### config.mk
export PLATFORM = sky130hd
export DESIGN_NAME = grom_port_emu
export DESIGN_NICKNAME = d
export VERILOG_FILES = /design/src/rtl/grom_pkg.sv /design/src/rtl/grom_sync.sv /design/src/rtl/grom_rdmux.sv /design/src/rtl/grom_port_emu.sv
export SDC_FILE = /design/constraint.sdc
export NUM_CORES = 1
export LEC_CHECK = 0
export BUFFER_PORTS_ARGS = -buffer_cell sky130_fd_sc_hd__buf_2
export CORE_ASPECT_RATIO = 0.9
export CORE_UTILIZATION = 57
export CTS_BUF_LIST = sky130_fd_sc_hd__clkbuf_16
export DETAILED_ROUTE_END_ITERATION = 16
export PLACE_DENSITY = 0.87
export SKIP_LAST_GASP = 1
export SYNTH_ARGS = -nofsm -noshare
export SYNTH_HDL_FRONTEND = slang
export SYNTH_SLANG_ARGS = --single-unit
### constraint.sdc
create_clock -name clk -period 3.6 [get_ports clk]
set_input_delay 0 -clock clk [delete_from_list [all_inputs] [get_ports clk]]
set_output_delay 0 -clock clk [all_outputs]
set_load 0.02 [all_outputs]
### src/rtl/grom_pkg.sv
package grom_pkg;

    localparam int BUS_W  = 8;
    localparam int ADDR_W = 16;

    typedef struct packed {
        logic              sel;     // synced chip select, previous value
        logic [ADDR_W-1:0] addr;    // auto-incrementing address
        logic [BUS_W-1:0]  hi;      // pending high address byte
        logic              wph;     // 1: next address write is low byte
        logic              rph;     // 1: next address read returns low byte
        logic [BUS_W-1:0]  pre;     // prefetched data byte
        logic              in_rd;   // read cycle in progress
        logic              rmode;   // mode of the current read
        logic              wr_en;   // store write strobe
        logic [BUS_W-1:0]  wr_data; // store write byte
    } core_t;

endpackage

### src/rtl/grom_sync.sv
module grom_sync #(
    parameter int          W       = 8,
    parameter int          STAGES  = 2,
    parameter logic [W-1:0] RST_VAL = '1
) (
    input  logic         clk,
    input  logic         rst_n,
    input  logic [W-1:0] din,
    output logic [W-1:0] dout
);
    logic [W-1:0] stage_q [STAGES];

    for (genvar s = 0; s < STAGES; s++) begin : g_stage
        always_ff @(posedge clk) begin
            if (!rst_n) begin
                stage_q[s] <= RST_VAL;
            end else if (s == 0) begin
                stage_q[s] <= din;
            end else begin
                stage_q[s] <= stage_q[(s > 0) ? s - 1 : 0];
            end
        end
    end

    assign dout = stage_q[STAGES-1];
endmodule

### src/rtl/grom_rdmux.sv
module grom_rdmux
    import grom_pkg::*;
(
    input  logic              rmode,
    input  logic              rph,
    input  logic [ADDR_W-1:0] addr,
    input  logic [BUS_W-1:0]  pre,
    output logic [BUS_W-1:0]  dout
);
    always_comb begin
        if (!rmode)   dout = pre;
        else if (rph) dout = addr[7:0];
        else          dout = addr[15:8];
    end
endmodule

### src/rtl/grom_port_emu.sv
module grom_port_emu
    import grom_pkg::*;
#(
    parameter int          NUM_CHIPS   = 3,
    parameter int          CHIP_AW     = 13,
    parameter int          SYNC_STAGES = 2,
    parameter logic [7:0]  FILL        = 8'hFF,
    localparam int         SPAN        = NUM_CHIPS << CHIP_AW,
    localparam int         AW          = $clog2(SPAN)
) (
    input  logic          clk,
    input  logic          rst_n,
    input  logic          bus_sel_n,
    input  logic          bus_mode,
    input  logic          bus_rw,
    input  logic [7:0]    bus_din,
    output logic [7:0]    bus_dout,
    output logic          bus_oe,
    output logic          busy_led,
    output logic [AW-1:0] st_raddr,
    input  logic [7:0]    st_rdata,
    output logic          st_we,
    output logic [AW-1:0] st_waddr,
    output logic [7:0]    st_wdata
);
    localparam int         SW     = BUS_W + 3;
    localparam logic [16:0] SPAN17 = 17'(SPAN);
    localparam core_t CORE_RST = '{
        sel: 1'b1, addr: '0, hi: '0, wph: 1'b0, rph: 1'b0,
        pre: FILL, in_rd: 1'b0, rmode: 1'b0, wr_en: 1'b0, wr_data: '0
    };

    core_t         q, d;
    logic [AW-1:0] waddr_q, waddr_d;
    logic [SW-1:0] bus_s;
    logic          sel_s, mode_s, rw_s;
    logic [7:0]    din_s;
    logic          cyc_start, cyc_end, addr_ok;

    grom_sync #(.W(SW), .STAGES(SYNC_STAGES), .RST_VAL({SW{1'b1}})) u_sync (
        .clk  (clk),
        .rst_n(rst_n),
        .din  ({bus_sel_n, bus_mode, bus_rw, bus_din}),
        .dout (bus_s)
    );
    assign {sel_s, mode_s, rw_s, din_s} = bus_s;

    assign cyc_start = q.sel & ~sel_s;
    assign cyc_end   = ~q.sel & sel_s;
    assign addr_ok   = {1'b0, q.addr} < SPAN17;

    always_comb begin
        d         = q;
        waddr_d   = waddr_q;
        d.sel     = sel_s;
        d.wr_en   = 1'b0;
        // refresh the prefetch except while a data read is being answered
        if (!(q.in_rd && !q.rmode)) begin
            d.pre = addr_ok ? st_rdata : FILL;
        end
        if (cyc_start) begin
            if (rw_s) begin
                d.in_rd = 1'b1;
                d.rmode = mode_s;
            end else if (mode_s) begin
                if (!q.wph) begin
                    d.hi  = din_s;
                    d.wph = 1'b1;
                end else begin
                    d.addr = {q.hi, din_s};
                    d.wph  = 1'b0;
                    d.rph  = 1'b0;
                end
            end else begin
                d.wr_en   = addr_ok;
                d.wr_data = din_s;
                waddr_d   = q.addr[AW-1:0];
                d.addr    = q.addr + 16'd1;
                d.wph     = 1'b0;
                d.rph     = 1'b0;
            end
        end
        if (cyc_end && q.in_rd) begin
            d.in_rd = 1'b0;
            if (q.rmode) begin
                d.rph = ~q.rph;
            end else begin
                d.addr = q.addr + 16'd1;
                d.wph  = 1'b0;
                d.rph  = 1'b0;
            end
        end
    end

    always_ff @(posedge clk) begin
        if (!rst_n) begin
            q       <= CORE_RST;
            waddr_q <= '0;
        end else begin
            q       <= d;
            waddr_q <= waddr_d;
        end
    end

    grom_rdmux u_rdmux (
        .rmode(q.rmode),
        .rph  (q.rph),
        .addr (q.addr),
        .pre  (q.pre),
        .dout (bus_dout)
    );

    assign bus_oe   = q.in_rd;
    assign busy_led = q.in_rd;
    assign st_raddr = q.addr[AW-1:0];
    assign st_we    = q.wr_en;
    assign st_waddr = waddr_q;
    assign st_wdata = q.wr_data;

    // strobe lasts one clock per write cycle
    assert_wr_pulse_R3: assert property (@(posedge clk) disable iff (!rst_n)
        st_we |=> !st_we);
    // no strobe outside the served span
    assert_wr_span_R9: assert property (@(posedge clk) disable iff (!rst_n)
        st_we |-> ({1'b0, {(16-AW){1'b0}}, st_waddr} < SPAN17));
    // driver released after chip select returns high
    assert_release_R4: assert property (@(posedge clk) disable iff (!rst_n)
        cyc_end |=> !bus_oe);
    // read cycle start turns the driver on at once
    assert_drive_R6: assert property (@(posedge clk) disable iff (!rst_n)
        (cyc_start && rw_s) |=> bus_oe);
    // finished data read moves the address by one
    assert_incr_R7: assert property (@(posedge clk) disable iff (!rst_n)
        (cyc_end && q.in_rd && !q.rmode) |=> (q.addr == $past(q.addr) + 16'd1));
    // never drive and strobe together
    assert_no_drive_on_write_R4: assert property (@(posedge clk) disable iff (!rst_n)
        st_we |-> !bus_oe);
endmodule

==> results.toml, run 1 <==
[status]
outcome = "complete, no violations"

[timing]
rsz0062_at_grt = "false"
finalSetupViolCount = 0
fmax_ghz = 0.4893
clock_skew_ps = 6.765
finalCriticalPeriod_ps = 2044
maxSlewHeadroom_pct = 45.11
tightest_slew_ps = 821.6
fin_crit_sh_pct = 56.77
finalHoldViolCount = 0
whs_ps = 162.2
final.setup.tns_ps = 0
drv_slew = 0

[clock_tree]
clk_pin_slew_ps = 60
clk_path_buf_depth = 2
cts_tree = "done"
clockRootBuffer = "clkbuf_16"
postCtsSetupRepairBufs = 0
cts_buffers = 9
h-tree-depth = 3
clkLatencyLatePin_ps = 330
postCtsHoldBufs = 19
post_cts_resized = 0
cts.sinks = 83

[die]
initial_core_util_pct = 61.09
pin_count = 70
die_y_um = 77.16
die_area_um2 = 6597
core_region_area_um2 = 5856
row_count = 26
fp.dieW_um = 85.51

[pwr]
power.density_nw_per_um2 = 497.4
power_uw = 2104
p_int_uw = 1666
p_sw_share_pct = 20.82
combPwrFrac_pct = 5.2
leakagePower_uw = 0.001634
peakVddDrop_uv = 397.4
power_frac_clock_pct = 49.2
switching_power_uw = 438.0
seq_power_share_pct = 45.6

[global_routing]
grt_overflow = 0
grt_start_max_net_pins = 39
grt_usage_pct = 28.00
grt_pass1_vias = 2968
antenna_found_initial = 0
grt_pass1_wl_mm = 14.41

[logic_synthesis]
synth-async-reset-ratio_pct = 0
synth_seq_area_share_pct = 46.45
synthesis.nets = 435
avgSynthCellArea_um2 = 8.661
synth_edf_count = 0
synth-main-ff-cell = "dfxtp_1"
ys_warn_count = 0
ys_types = 49
synthCells = 413
synth_area_um2 = 3577
ys_ff_latch = 83

[setup_path]
cp_common_cell = "or3_1"
start_kind = "flip-flop"
critical_path_arrival_ps = 2290
reg2reg_from = "st_raddr[1]"
crit_path_max_incr_delay_ps = 500
crit_family = "simple AND/OR/NAND/NOR gates"
path_buf_inv = 0
end_kind = "flip-flop"
crit_start = "st_raddr[1]"
crit_required_ps = 3840
cp_slowest_cell = "dfxtp_1"
crit_type = "reg -> reg"
worstPathCellList = "ha_1, nand3_1, or3_1, or3_1, a31oi_1"
cp_max_fo = 8

[routing]
ant_nets = 0
wl_mm = 8.772
dr.first_iter.drc_count = 419
via_count = 3186
wl_per_cell_um = 16.40
vias_per_cell = 5.955
drcViolationCount = 0
dr.pass1.iters = 6

[finish]
antenna_cells = 0
syn_to_final_growth_pct = 18.22
nFillCells = 439
nets = 482
fin_area_um2 = 4229
drive_gt1_share_pct = 20.22
finish.utilization_pct = 72.22

[min_path]
min_from = "rst_n"
hold_class = "in -> reg"

[placement]
dpl.hpwl_mm = 5.625
io_buffers = 69
dpl_cell_area_um2 = 3699
place.gp.congestion = 0.9491

[flow_run]
drv_cap = 0
-- registers in the layout, indices dropped and copies added, names as in the netlist --
name            count
st_raddr           15
q                  21
st_waddr           15
st_wdata            8
bus_oe              1
st_we               1
u_sync.stage_q     22
-- cells in the mapped netlist (3+ instances only) --
cell type / count / area [µm²]
a221oi_1: 3 / 26.28
o21ai_0: 3 / 15.01
buf_2: 5 / 25.02
nand4_1: 7 / 43.79
mux2i_1: 10 / 100.1
xnor2_1: 7 / 61.31
nor4_1: 4 / 25.02
nor2_1: 12 / 45.04
nand2_1: 77 / 289.0
nand3_1: 12 / 60.06
buf_1: 3 / 11.26
and3_1: 4 / 25.02
a21oi_1: 47 / 235.2
clkbuf_1: 18 / 67.56
a31oi_1: 5 / 31.28
buf_4: 25 / 187.7
dfxtp_1: 83 / 1662
o22ai_1: 17 / 106.4
or3_1: 4 / 25.02
nand2b_1: 27 / 168.9
a22oi_1: 6 / 45.04
-- kinds of logic (layout without fill, tap and decap cells) --
| family | after synthesis | after routing | share of synthesized area [%] |
|---|---|---|---|
| adders and majority gates | 1 | 1 | 0.3497 |
| AOI/OAI and AO/OA | 88 | 88 | 14.69 |
| muxes | 10 | 10 | 2.798 |
| and+or+nand+nor | 165 | 165 | 24.10 |
| buffers and inverters | 58 | 110 | 9.653 |
| xor gates and xnor gates | 8 | 8 | 1.959 |
| DFF | 83 | 83 | 46.45 |
-- through the flow --
step | setup slack (ps) | std cells
2_1_floorplan | 1900 | 413
3_3_place_gp | 1666 | 500
3_5_place_dp | 1597 | 500
4_1_cts | 1573 | 535
5_1_grt | 1419 | 535
6_report | 1556 | 535
-- cell usage in the layout, fill, tap and decap left out, drive strengths merged, types with 2 or more instances in the layout --
master       count
nor2b            2
dlygate4sd3     19
mux2i           10
o21ai            3
o22ai           17
nand2b          27
or3              4
nor4bb           2
nand3           13
nor4             4
a22oi            6
a31oi            5
a221oi           3
buf             72
nor2            13
a32oi            2
and3             4
nand2           79
bufinv           3
inv              3
nor3             2
xnor2            7
clkinv           4
clkbuf           9
a21oi           48
dfxtp           83
nand4            7
-- layout make-up --
class	instances	area, µm²	share of cell area [%]
sequential	83	1662	39.29
clock buffer	9	225.2	5.325
timing repair buffer	91	558.0	13.20
tap	70	87.58	2.071
multi-input combinational	272	1570	37.13
clock inverter	7	115.1	2.722
inverter	3	11.26	0.2663
-- worst paths after layout --
| check | end | cells past startpoint | slack, ps |
|---|---|---|---|
| setup reg to reg | st_raddr[10] | 5 | 1560 |
| hold / removal | q[11] | 2 | 160 |
| hold reg to reg | u_sync.stage_q[1][4] | 1 | 410 |
| setup / recovery | st_raddr[10] | 5 | 1560 |
-- power by group through the flow --
| stage | registers (µW) | logic, µW | clock network (µW) |
|---|---|---|---|
| after detailed placement | 979 | 91.0 | 0 |
| after CTS | 959 | 107 | 1040 |
| after global placement | 977 | 89.2 | 0 |
| after global routing | 961 | 118 | 1080 |
| after floorplan | 970 | 69.0 | 0 |
| final | 959 | 109 | 1040 |
-- routing by layer --
layer | routed length [µm] | global-route usage, % | share of wire [%]
met2 | 4119 | 45.76 | 47
met4 | 222 | 9.667 | 2.5
met3 | 893 | 8.504 | 10
met1 | 3537 | 34.98 | 40
met5 | 0 | 0 | 0
-- worst reg2reg max path: cells and delay by family (launching register included) --
kind,cells,cell delay [ps]
simple gates,3,990
flops,1,500
fa+ha+maj,1,290
compound gates,1,170
Power figures use the tool's default switching activity.
==> inputs of run 2 (changes only) <==
--- a/config.mk
+++ b/config.mk
@@ -5,12 +5,13 @@
 export SDC_FILE = /design/constraint.sdc
 export NUM_CORES = 1
 export LEC_CHECK = 0
+export ABC_AREA = 1
 export BUFFER_PORTS_ARGS = -buffer_cell sky130_fd_sc_hd__buf_2
 export CORE_ASPECT_RATIO = 0.9
-export CORE_UTILIZATION = 57
+export CORE_UTILIZATION = 50
 export CTS_BUF_LIST = sky130_fd_sc_hd__clkbuf_16
 export DETAILED_ROUTE_END_ITERATION = 16
-export PLACE_DENSITY = 0.87
+export PLACE_DENSITY = 0.81
 export SKIP_LAST_GASP = 1
 export SYNTH_ARGS = -nofsm -noshare
 export SYNTH_HDL_FRONTEND = slang
==> constraint.sdc (replaced) <==
create_clock -name clk -period 1.8 [get_ports clk]
set_input_delay 0 -clock clk [delete_from_list [all_inputs] [get_ports clk]]
set_output_delay 0 -clock clk [all_outputs]
set_load 0.02 [all_outputs]
==> results.toml, run 2 <==
[status]
outcome = "complete, no violations"

[placement]
place.gp.congestion = 0.8986
dpl.hpwl_mm = 6.230
dpl_cell_area_um2 = 3953
dpl.cell_count = 625
io_buffers = 69

[clock_tree]
clk_path_buf_depth = 2
clockRootBuffer = "clkbuf_16"
cts_tree = "done"
cts.sinks = 83
h-tree-depth = 3
clk_pin_slew_ps = 60
clkLatencyLatePin_ps = 330
cts_buffers = 9

[setup_path]
reg2reg_to = "st_waddr[4]"
reg2reg_setup_slack_ps = 160
crit_type = "reg -> reg"
start_kind = "flip-flop"
end_kind = "flip-flop"
crit_required_ps = 2060
reg2regPathDepth = 7
cp_max_fo = 28
reg2reg_from = "q[45]"
critical_path_arrival_ps = 1900
crit_start = "q[45]"
crit_end = "st_waddr[4]"

[logic_synthesis]
yosys-top-cells-area = "dfxtp_1 (45%), o21ai_0 (9.2%), nand2_1 (9.2%)"
synth-main-ff-cell = "dfxtp_1"
ys_types = 25
synthCells = 495
ys_ff_latch = 83
synth-async-reset-ratio_pct = 0
synth_edf_count = 0
synth_most_common_cell = "nand2_1"
avgSynthCellArea_um2 = 7.436
synth_seq_area_share_pct = 45.14
synth_area_leader_cell = "dfxtp_1"
ys_warn_count = 0
yosysTopAreaCellShare_pct = 45.14
synth_area_um2 = 3681
synthesis.nets = 517
ys_top_cells_by_count = "nand2_1 (90), dfxtp_1 (83), o21ai_0 (68), inv_1 (47), a21oi_1 (44)"

[routing]
via_count = 3441
ant_nets = 0
dr.first_iter.drc_count = 317
drcViolationCount = 0
vias_per_cell = 5.214
wl_mm = 8.905
dr.pass1.iters = 7
wl_per_cell_um = 13.49

[timing]
clock_skew_ps = 6.869
fmax_ghz = 0.6108
maxSlewHeadroom_pct = 58.86
tightest_slew_ps = 616.4
rsz0062_at_grt = "false"
finalSetupViolCount = 0
drv_slew = 0
finalCriticalPeriod_ps = 1637
fin_crit_sh_pct = 90.96
finalHoldViolCount = 0
final.setup.tns_ps = 0

[global_routing]
use_met1_pct = 30.06
grt_use_met2_pct = 39.26
top_usage_layer = "met2"
grt_start_max_net_pins = 29
grt_pass1_wl_mm = 14.62
grt_use_met3_pct = 6.593
grt_usage_pct = 24.29
grt_pass1_vias = 3157
grt_overflow = 0
antenna_found_initial = 0

[die]
pin_count = 70
die_area_um2 = 7710
core_region_area_um2 = 7076
die_y_um = 83.40
fp.dieW_um = 92.45
initial_core_util_pct = 52.02
row_count = 29

[finish]
largest_reg_flops = 22
syn_to_final_growth_pct = 19.95
stdcell_count = 660
nFillCells = 612
regArea_um2 = 1663
drive_gt1_share_pct = 23.28
top_regs = "u_sync.stage_q x22, q x21"
layout_common_cells = "nand2_1 (90), dfxtp_1 (82), buf_2 (69)"
regMostFlops = "u_sync.stage_q"
final_common_cell = "nand2_1"
antenna_cells = 0
fin_area_um2 = 4415
multi_input_area_um2 = 1574
nets = 584

[flow_run]
drv_cap = 0

[pwr]
peakVddDrop_uv = 557.5
power.density_nw_per_um2 = 863.7
leakagePower_uw = 0.002033

[min_path]
hold_class = "in -> reg"
-- run 2: changes by cell type after synthesis, moves of 24 or more --
cell / before / now
o21ai_0: 3 / 68
inv_1: 2 / 47
nand2b_1: 27 / 0
or2_2: 0 / 25
nor2_1: 12 / 36
-- run 2: cell families (layout without fill, tap and decap cells) --
group                      after synthesis  after routing  share of synthesized area [%]
DFF                                     83             83                          45.14
buffers and inverters                   92            164                          12.10
and+or+nand+nor                        198            198                          25.19
adders and majority gates                1              1                         0.3399
AOI/OAI and AO/OA                      116            116                          16.04
xor gates and xnor gates                 5              5                          1.190
-- run 2: through the flow --
step           setup WS, ps  utilization, %  power [µW]  hold WS [ps]
5_1_grt               8.587           62.41        3941         151.9
4_1_cts               105.4           62.39        3831         112.8
6_report              162.8           62.41        3814         125.6
3_3_place_gp          341.1           55.86        2166         185.4
3_5_place_dp          223.6           55.86        2172         188.4
2_1_floorplan         425.5               -        2099         106.6
-- run 2: what timing repair did --
item	4_1_cts	5_1_grt
hold buffers	19	0
resized for setup	1	1
setup endpoints to repair	1	1
buffers inserted	0	0
endpoints found under the hold margin	19	0
-- run 2: where the power goes --
group / leakage, µW / switching [µW] / internal (µW)
clock network: 0.000126 / 722 / 925
logic: 0.00123 / 140 / 112
registers: 0.000677 / 29.7 / 1880
-- run 2: worst min path at each step --
| stage | start | endpoint | slack (ps) | depth (start not counted) |
|---|---|---|---|---|
| after floorplan | bus_din[0] | u_sync.stage_q[0][0] | 110 | 1 |
| after global placement | bus_din[6] | u_sync.stage_q[0][6] | 190 | 2 |
| after detailed placement | bus_mode | u_sync.stage_q[0][9] | 190 | 2 |
| after CTS | rst_n | q[45] | 110 | 3 |
| after global routing | rst_n | q[12] | 150 | 3 |
| final | rst_n | q[45] | 130 | 3 |
-- run 2: critical path, cell delays in order, from the launching register on --
cell	delay [ps]
dfxtp_1	320
inv_1	50
nor2_1	160
nand2_1	120
inv_2	270
buf_4	330
o21ai_0	140
a21oi_1	170
-- run 2: layer usage --
layer | share of wire, % | wire [µm]
met1 | 41 | 3685
met2 | 47 | 4169
met5 | 0 | 0
met3 | 8.0 | 715
met4 | 3.8 | 335
-- run 2: final cells by class --
cell class / count / area share (%)
repair buffers: 96 / 13.49
flip-flops and latches: 83 / 37.66
multi-input cells: 320 / 35.65
well taps: 93 / 2.635
clock inverters: 7 / 1.020
clock buffers: 9 / 5.101
inverters: 52 / 4.449
